**config.mk**
```make
export PLATFORM = sky130hd
export DESIGN_NAME = oneshot_timer
export DESIGN_NICKNAME = d
export VERILOG_FILES = /design/src/rtl/ost_pkg.sv /design/src/rtl/ost_trig_detect.sv /design/src/rtl/ost_cmp_buf.sv /design/src/rtl/oneshot_timer.sv
export SDC_FILE = /design/constraint.sdc
export NUM_CORES = 1
export LEC_CHECK = 0
export BUFFER_PORTS_ARGS = -buffer_cell sky130_fd_sc_hd__buf_2
export CORE_AREA = 2 2 84 126
export DETAILED_ROUTE_END_ITERATION = 10
export DIE_AREA = 0 0 86 128
export MAX_ROUTING_LAYER = met4
export PLACE_DENSITY_LB_ADDON = 0.12
export SETUP_SLACK_MARGIN = 0.1
export SKIP_LAST_GASP = 1
export SLEW_MARGIN = 15
export SYNTH_ARGS = -nofsm -noshare
export SYNTH_HDL_FRONTEND = slang
export SYNTH_SLANG_ARGS = --single-unit
export TNS_END_PERCENT = 100
```
**constraint.sdc**
```tcl
create_clock -name clk -period 2.6 [get_ports clk]
set_input_delay 0.52 -clock clk [delete_from_list [all_inputs] [get_ports clk]]
set_output_delay 0.52 -clock clk [all_outputs]
set_load 0.05 [all_outputs]
```
**src/rtl/ost_pkg.sv**
```systemverilog
package ost_pkg;

    typedef enum logic [1:0] {
        ST_OFF   = 2'b00,
        ST_ARMED = 2'b01,
        ST_RUN   = 2'b10
    } ost_state_e;

    typedef enum logic [1:0] {
        EDGE_RISE = 2'b00,
        EDGE_FALL = 2'b01,
        EDGE_BOTH = 2'b10,
        EDGE_NONE = 2'b11
    } ost_edge_e;

endpackage

```
**src/rtl/ost_trig_detect.sv**
```systemverilog
module ost_trig_detect #(
    parameter int SYNC_STAGES = 2
) (
    input  logic       clk,
    input  logic       rst_n,
    input  logic       trig_in,
    input  logic [1:0] edge_sel,
    input  logic       sw_trig,
    output logic       trig_evt
);
    import ost_pkg::*;

    localparam int LAST = SYNC_STAGES - 1;

    logic [SYNC_STAGES-1:0] sync_q;
    logic                   prev_q;
    logic                   rise, fall, ext_evt;
    ost_edge_e              sel;

    // synchronizer chain followed by one history flop
    always_ff @(posedge clk or negedge rst_n) begin
        if (!rst_n) begin
            sync_q <= '0;
            prev_q <= 1'b0;
        end else begin
            sync_q <= {sync_q[SYNC_STAGES-2:0], trig_in};
            prev_q <= sync_q[LAST];
        end
    end

    assign sel  = ost_edge_e'(edge_sel);
    assign rise = sync_q[LAST] & ~prev_q;
    assign fall = ~sync_q[LAST] & prev_q;

    always_comb begin
        ext_evt = 1'b0;
        unique case (sel)
            EDGE_RISE: ext_evt = rise;
            EDGE_FALL: ext_evt = fall;
            EDGE_BOTH: ext_evt = rise | fall;
            EDGE_NONE: ext_evt = 1'b0;
        endcase
    end

    assign trig_evt = ext_evt | sw_trig;

endmodule

```
**src/rtl/ost_cmp_buf.sv**
```systemverilog
module ost_cmp_buf #(
    parameter int WIDTH = 16
) (
    input  logic             clk,
    input  logic             rst_n,
    input  logic             load,
    input  logic [WIDTH-1:0] din,
    output logic [WIDTH-1:0] dout
);
    // shadow copy, refreshed only while no sequence runs
    always_ff @(posedge clk or negedge rst_n) begin
        if (!rst_n)
            dout <= '0;
        else if (load)
            dout <= din;
    end

endmodule

```
**src/rtl/oneshot_timer.sv**
```systemverilog
module oneshot_timer #(
    parameter int CNT_W       = 16,
    parameter int SYNC_STAGES = 2
) (
    input  logic             clk,
    input  logic             rst_n,
    input  logic             tick,
    input  logic             enable,
    input  logic             trig_in,
    input  logic [1:0]       edge_sel,
    input  logic             sw_trig,
    input  logic [CNT_W-1:0] cmp_end,
    input  logic [CNT_W-1:0] cmp_delay,
    output logic             pulse_out,
    output logic             irq_end,
    output logic             irq_delay
);
    import ost_pkg::*;

    localparam logic [CNT_W-1:0] CNT_ONE = CNT_W'(1);

    ost_state_e       state_q, state_d;
    logic [CNT_W-1:0] cnt_q, cnt_d, cnt_inc;
    logic [CNT_W-1:0] end_buf, dly_buf;
    logic             trig_evt, buf_load;
    logic             hit_dly, hit_end, finish;

    ost_trig_detect #(.SYNC_STAGES(SYNC_STAGES)) u_trig (
        .clk      (clk),
        .rst_n    (rst_n),
        .trig_in  (trig_in),
        .edge_sel (edge_sel),
        .sw_trig  (sw_trig),
        .trig_evt (trig_evt)
    );

    assign buf_load = (state_q != ST_RUN);

    ost_cmp_buf #(.WIDTH(CNT_W)) u_end_buf (
        .clk   (clk),
        .rst_n (rst_n),
        .load  (buf_load),
        .din   (cmp_end),
        .dout  (end_buf)
    );

    ost_cmp_buf #(.WIDTH(CNT_W)) u_dly_buf (
        .clk   (clk),
        .rst_n (rst_n),
        .load  (buf_load),
        .din   (cmp_delay),
        .dout  (dly_buf)
    );

    assign cnt_inc = cnt_q + CNT_ONE;

    // next-state, counter and compare events
    always_comb begin
        state_d = state_q;
        cnt_d   = cnt_q;
        hit_dly = 1'b0;
        hit_end = 1'b0;
        finish  = 1'b0;
        if (!enable) begin
            state_d = ST_OFF;                       // kill
        end else begin
            unique case (state_q)
                ST_OFF: begin                       // arm
                    state_d = ST_ARMED;
                    cnt_d   = '1;
                end
                ST_ARMED: begin
                    if (trig_evt) begin             // fire
                        state_d = ST_RUN;
                        cnt_d   = '0;
                        hit_dly = (cmp_delay == '0);
                        hit_end = (cmp_end == '0);
                    end
                end
                ST_RUN: begin
                    if (tick) begin
                        if (cnt_q == end_buf) begin // finish
                            finish  = 1'b1;
                            state_d = ST_ARMED;
                            cnt_d   = '0;
                        end else begin
                            cnt_d   = cnt_inc;
                            hit_dly = (cnt_inc == dly_buf);
                            hit_end = (cnt_inc == end_buf);
                        end
                    end
                end
                default: state_d = ST_OFF;
            endcase
        end
    end

    // state register
    always_ff @(posedge clk or negedge rst_n) begin
        if (!rst_n) begin
            state_q <= ST_OFF;
            cnt_q   <= '1;
        end else begin
            state_q <= state_d;
            cnt_q   <= cnt_d;
        end
    end

    // output register
    always_ff @(posedge clk or negedge rst_n) begin
        if (!rst_n) begin
            pulse_out <= 1'b0;
            irq_delay <= 1'b0;
            irq_end   <= 1'b0;
        end else if (!enable) begin
            pulse_out <= 1'b0;
            irq_delay <= 1'b0;
            irq_end   <= 1'b0;
        end else begin
            if (finish)
                pulse_out <= 1'b0;
            else if (hit_dly)
                pulse_out <= 1'b1;
            irq_delay <= hit_dly;
            irq_end   <= hit_end;
        end
    end

endmodule

```
==> results.cfg, run 1 <==
[clock_tree]
clock_path_buffers = 2
clock-sinks = 56
cts_tree = built
htree_levels = 2
clk_latency_ns = 0.30
numCtsBuffers = 5
path_clk_slew_ns = 0.08
cts_root_buffer = clkbuf_16

[timing]
maxSlewViolCount = 0
min_period_ns = 2.412
max_freq_mhz = 414.6
rsz0062_at_grt = yes
post-route-period-util_pct = 92.77
skew_ns = 0.006949
tns_ns = 0
finalSetupViolCount = 0
setup_ws_ns = 0.1879
slew_headroom_pct = 55.17
worstMarginPinSlew_ns = 0.6619
finalHoldViolCount = 0

[setup_path]
slowest_stage = dfstp_2
end_kind = flip-flop
critical_path.startpoint_type = flip-flop
crit_arrival_ns = 2.63
worstPathCellList = buf_4, and4_4, nand4_4, or2_4, a211o_1, nor4_2, a31oi_1, nor2_1
cp_slowest_stage_delay_ns = 0.58
criticalPathCategory = reg2reg
worst-r2r-setup-slack_ns = 0.19
r2r-end = irq_delay$_DFF_PN0_
cp_max_fo = 6
reg2reg_from = cnt_q[2]$_DFFE_PN1P_
rr_worst_depth = 8
crit_required_ns = 2.82

[finish]
num_antenna_cells = 0
drive_above_1_share_pct = 35.49
mostFrequentLayoutCells = buf_2 (42), dfrtp_1 (40), buf_4 (40)
final_common_cell = buf_2
syn_to_final_growth_pct = 21.78
final_nets = 525
postLayoutCoreUtil_pct = 47.18
fillers = 961

[global_route]
grt_pass1_vias = 3517
antenna_found_initial = 0
grt_util_all_layers_pct = 24.05
grt_pass1_wl_um = 19290
grt_overflow = 0
grt_max_degree = 40

[die]
rows = 45
start_util_pct = 38.74
die_h_um = 128
die_area_um2 = 11010
dieWidth_um = 86
io_pins = 43
coreArea_um2 = 9966

[synth]
syn_inst = 412
synth.distinct_cells = 61
synth-async-reset-ratio_pct = 100.0
syn_nets = 459
ys_seq_area_share_pct = 36.81
netlist.area_leader.share_pct = 25.92
yosys_most_used_dff = dfrtp_1
synth_edf_count = 0
yosysWarnings = 0
synth_area_um2 = 3861
syn_area_per_cell_um2 = 9.372
synth_area_leaders = dfrtp_1 (26%), dfstp_2 (11%), mux2_2 (9.6%), xor2_1 (5.9%), a21oi_1 (4.5%)
ys_seq_elements = 56
yosys.area.top_type = dfrtp_1

[routing]
post_drt_wl_per_cell_um = 20.60
first_iter_violations = 278
vias = 3438
postRouteAntennaNets = 0
drc = 0
wl_um = 12280
post_drt_via_cell_ratio = 5.768
dr.pass1.iters = 5

[min_path]
hold_path_class = in2async

[power_and_ir_drop]
p_per_area_nw_per_um2 = 1165
leakage_nw = 1.903
ir_drop_mv = 0.3950

[placement]
place_ws_ns = 0.07456
port_buffers = 42
globalplace.congestion = 1.032
dpl.hpwl_um = 9622

[job]
max-cap-violations = 0

[outcome]
outcome = complete, no violations
[how the worst max path moves through the flow]
stage                           startpoint                  end  slack, ns  depth (start not counted)
finish                cnt_q[2]$_DFFE_PN1P_  irq_delay$_DFF_PN0_       0.19                          8
global route          cnt_q[0]$_DFFE_PN1P_    irq_end$_DFF_PN0_       0.02                          8
CTS                 state_q[1]$_DFFE_PN0P_    irq_end$_DFF_PN0_       0.09                          9
detailed placement  state_q[0]$_DFFE_PN0P_    irq_end$_DFF_PN0_       0.07                          9
global placement      cnt_q[0]$_DFFE_PN1P_  irq_delay$_DFF_PN0_       0.08                          8
floorplan             cnt_q[1]$_DFFE_PN1P_  irq_delay$_DFF_PN0_       0.27                         10
[cell usage after synthesis, types with 2 or more instances]
cell and n:
inv_1 18, nand3_1 11, nor3_1 7, xnor2_1 20
or2_2 2, dfstp_2 16, o21a_1 2, nand4_1 11
nand4_4 2, buf_4 5, dfrtp_1 40, buf_6 2
clkbuf_1 8, o22ai_1 7, o32ai_1 3, and3_1 4
xor2_1 26, nor2b_1 6, nor4_1 16, a2111oi_0 2
mux2_2 33, nand2b_1 6, mux2i_1 2, buf_2 11
o21ai_0 19, and4_1 3, o211a_1 2, a31oi_1 8
ha_1 7, a21oi_1 35, nor2_1 12, nor3_2 2
a211oi_1 2, nand2_1 35
[stage by stage]
step           area [um^2]  hold WS, ns  std cells  total power, mW
5_1_grt               4702       0.2694        596            5.818
2_1_floorplan         3861       0.2244        412            3.419
3_5_place_dp          4350       0.3370        580            4.410
3_3_place_gp          4350       0.3470        580            4.403
4_1_cts               4524       0.2513        589            5.182
6_report              4702       0.2321        596            5.478
[flip-flops by register name, indices dropped and copies added, names as in the netlist]
name and flops:
state_q 2, u_end_buf.dout 16, pulse_out 1, irq_end 1
u_trig.sync_q 2, irq_delay 1, u_dly_buf.dout 16, cnt_q 16
u_trig.prev_q 1
[report_power, final]
part / switching (mW) / internal, mW / leakage [nW]
clock: 0.355 / 0.367 / 0.0719
sequential: 0.366 / 1.20 / 0.645
combinational: 1.79 / 1.40 / 1.19
total: 2.51 / 2.97 / 1.90
[kinds of logic (layout without fill, tap and decap cells)]
| kind of cell | Yosys count | after routing | synth area share (%) |
|---|---|---|---|
| DFF | 56 | 56 | 36.81 |
| adders and majority gates | 7 | 7 | 2.268 |
| and+or+nand+nor | 130 | 130 | 19.80 |
| muxes | 35 | 35 | 10.14 |
| buffers and inverters | 45 | 112 | 5.606 |
| xor gates and xnor gates | 46 | 46 | 10.43 |
| AOI/OAI and AO/OA | 93 | 93 | 14.94 |
[area by class of cell]
class	instances	area (um^2)	area share (%)
sequential	56	1421	30.23
multi-input combinational	311	2346	49.89
inverter	19	71.32	1.517
clock buffer	6	128.9	2.741
clock inverter	2	17.52	0.3725
timing repair buffer	85	570.5	12.13
tap	117	146.4	3.113
[critical path: cells and delay by family, from the launching register on]
family,cells,cell delay (ns)
AND/OR/NAND/NOR,5,1.16
flip-flops,1,0.58
buffers and inverters,1,0.16
AO/OA/AOI/OAI,2,0.42
[layer usage]
| layer | wire length (um) | track usage, % | up-vias |
|---|---|---|---|
| li1 | - | - | 1627 |
| met4 | 719 | 14.29 | 0 |
| met1 | 4873 | 27.50 | 1627 |
| met2 | 6157 | 39.53 | 142 |
| met5 | 0 | - | - |
| met3 | 525 | 3.477 | 42 |
[repair_timing]
item,CTS,global route
pin swaps,0,7
endpoints found under the setup margin,3,4
buffers inserted,1,7
hold buffers,0,0
resized for setup,5,18
No activity file was read; power rests on OpenSTA's default activity.
==> run 2, diff against run 1 <==
CORE_AREA = 2 2 70 105   (was 2 2 84 126)
DIE_AREA = 0 0 72 107   (was 0 0 86 128)
SYNTH_HIERARCHICAL = 1   (was unset)
==> run 2 against run 1 <==
Fmax increased by 1.2%. Synthesized cell count decreased by 14%. Largest cell class unchanged. Total power decreased by 18%. Critical path depth increased by 2. Largest power group unchanged. Via count decreased by 17%. Register-to-register slack improved by 0.03 ns. Clock power decreased by 31%.
==> results.cfg, run 2 <==
[synth]
syn_inst = 354
yosys.area.top_type = dfrtp_1
synth.distinct_cells = 52
ys_seq_area_share_pct = 38.85
synth_area_um2 = 3659
synth_edf_count = 0
syn_nets = 401
netlist.area_leader.share_pct = 27.36
yosysWarnings = 6
synth-async-reset-ratio_pct = 100.0
ys_seq_elements = 56
synth_area_leaders = dfrtp_1 (27%), dfstp_2 (11%), mux2_4 (8.2%), xor2_1 (6.7%), xnor2_1 (5.5%)
synthTopCellsByCount = dfrtp_1 (40), a21oi_1 (34), xor2_1 (28)
yosys_most_used_dff = dfrtp_1
synth_most_common_cell = dfrtp_1
syn_area_per_cell_um2 = 10.33

[setup_path]
worst-r2r-setup-slack_ns = 0.22
r2r-end = irq_end$_DFF_PN0_
rr_worst_depth = 10
reg2reg_from = cnt_q[0]$_DFFE_PN1P_
worstPathCellList = buf_4, nand4_4, nor2_2, buf_4, nand3_1, nor3_1, buf_4, xnor2_1, nand4_1, o31ai_1
cp_num_buf_inv = 3
crit_required_ns = 2.83
cp_max_fo = 5
end_kind = flip-flop
cp_slowest_stage_delay_ns = 0.58
crit_arrival_ns = 2.61
cpLargestDelayFamily = simple AND/OR/NAND/NOR gates
criticalPathCategory = reg2reg
slowest_stage = dfstp_2
critical_path.startpoint_type = flip-flop
crit_top_cell = buf_4

[routing]
postRouteAntennaNets = 0
wl_um = 9398
post_drt_via_cell_ratio = 5.802
dr.pass1.iters = 4
drc = 0
post_drt_wl_per_cell_um = 19.18
first_iter_violations = 115
vias = 2843

[die]
start_util_pct = 53.76
dieWidth_um = 72
io_pins = 43
coreArea_um2 = 6805
die_area_um2 = 7704
die_h_um = 107
rows = 37

[power_and_ir_drop]
p_per_area_nw_per_um2 = 1079
ir_drop_mv = 0.5270
leakage_nw = 1.891

[timing]
tns_ns = 0
hold_ws_ns = 0.2211
finalSetupViolCount = 0
slew_headroom_pct = 56.85
finalHoldViolCount = 0
max_freq_mhz = 419.5
setup_ws_ns = 0.2163
maxSlewViolCount = 0
min_period_ns = 2.384
rsz0062_at_grt = no
skew_ns = 0.004502
worstMarginPinSlew_ns = 0.6473
post-route-period-util_pct = 91.68

[finish]
fillers = 611
num_antenna_cells = 0
final_cells = 490
largestRegisters = cnt_q (16), u_dly_buf/dout (16), u_end_buf/dout (16)
regArea_um2 = 1421
final_common_cell = buf_2
multi_input_area_um2 = 2049
final_nets = 458
drive_above_1_share_pct = 34.71
postLayoutCoreUtil_pct = 61.22
mostFrequentLayoutCells = buf_2 (42), dfrtp_1 (40), a21oi_1 (34)
syn_to_final_growth_pct = 13.89

[global_route]
grt_pass1_vias = 2882
grt_util_all_layers_pct = 26.87
grt_pass1_wl_um = 15100
antenna_found_initial = 0
grt_max_degree = 33
grt_overflow = 0

[clock_tree]
clk_latency_ns = 0.31
cts_tree = built
clock_path_buffers = 2
htree_levels = 2
clock-sinks = 56
path_clk_slew_ns = 0.09
cts_root_buffer = clkbuf_8
numCtsBuffers = 5

[placement]
dp.cells = 476
place_ws_ns = 0.1017
globalplace.congestion = 1.023
dpl.hpwl_um = 7299
port_buffers = 42

[outcome]
outcome = complete, no violations

[job]
max-cap-violations = 0

[min_path]
hold_path_class = in2async
[run 2: metal layers]
layer	vias up	part of all wire, %	GRT usage, %
li1	1359	-	-
met1	1394	42	31.79
met2	70	51	45.50
met3	20	3.8	3.853
met4	0	3.5	10.92
met5	-	0	-
[run 2: worst register-to-register path: stages, from the launching register on]
cell     delay, ns
dfstp_2       0.58
buf_4         0.13
nand4_4       0.14
nor2_2        0.27
buf_4         0.20
nand3_1       0.07
nor3_1        0.28
buf_4         0.19
xnor2_1       0.11
nand4_1       0.11
o31ai_1       0.20
[run 2: logic make-up after synthesis]
| logic type | synth area share [%] |
|---|---|
| AOI/OAI and AO/OA | 10.77 |
| xor gates and xnor gates | 12.21 |
| adders and majority gates | 2.394 |
| buffers and inverters | 5.951 |
| DFF | 38.85 |
| muxes | 13.27 |
| and+or+nand+nor | 16.55 |
[run 2: stage by stage]
stage               cell area [um^2]  total power [mW]
floorplan                       3659             3.258
global placement                4001             3.902
detailed placement              4001             3.906
CTS                             4093             4.420
global route                    4167             4.828
finish                          4167             4.494
[run 2: final cells by class]
| class | count | area share [%] |
|---|---|---|
| timing repair buffer | 73 | 10.93 |
| tap | 78 | 2.342 |
| sequential | 56 | 34.11 |
| inverter | 14 | 1.261 |
| clock buffer | 8 | 2.162 |
| multi-input combinational | 261 | 49.19 |
[run 2: timing repair]
| action | in CTS | in global routing |
|---|---|---|
| endpoints found under the setup margin | 2 | 3 |
| resized for setup | 1 | 6 |
| hold endpoints to repair | 0 | 0 |
| setup buffers | 0 | 6 |
| hold buffers | 0 | 0 |
| pin swaps | 0 | 3 |
[run 2: report_power, final]
| group | switching, mW | total [mW] | leakage, nW | internal (mW) |
|---|---|---|---|---|
| sequential | 0.343 | 1.52 | 0.645 | 1.17 |
| clock | 0.277 | 0.495 | 0.0455 | 0.218 |
| combinational | 1.29 | 2.48 | 1.20 | 1.19 |
| total | 1.91 | 4.49 | 1.89 | 2.59 |
[run 2: worst max path at each step]
stage,endpoint,depth (start not counted),startpoint
after global placement,pulse_out$_DFFE_PN0P_,8,cnt_q[1]$_DFFE_PN1P_
after floorplan,pulse_out$_DFFE_PN0P_,10,cnt_q[0]$_DFFE_PN1P_
after detailed placement,pulse_out$_DFFE_PN0P_,8,cnt_q[1]$_DFFE_PN1P_
after global routing,irq_delay$_DFF_PN0_,9,cnt_q[0]$_DFFE_PN1P_
after CTS,pulse_out$_DFFE_PN0P_,8,cnt_q[1]$_DFFE_PN1P_
final,irq_end$_DFF_PN0_,10,cnt_q[0]$_DFFE_PN1P_
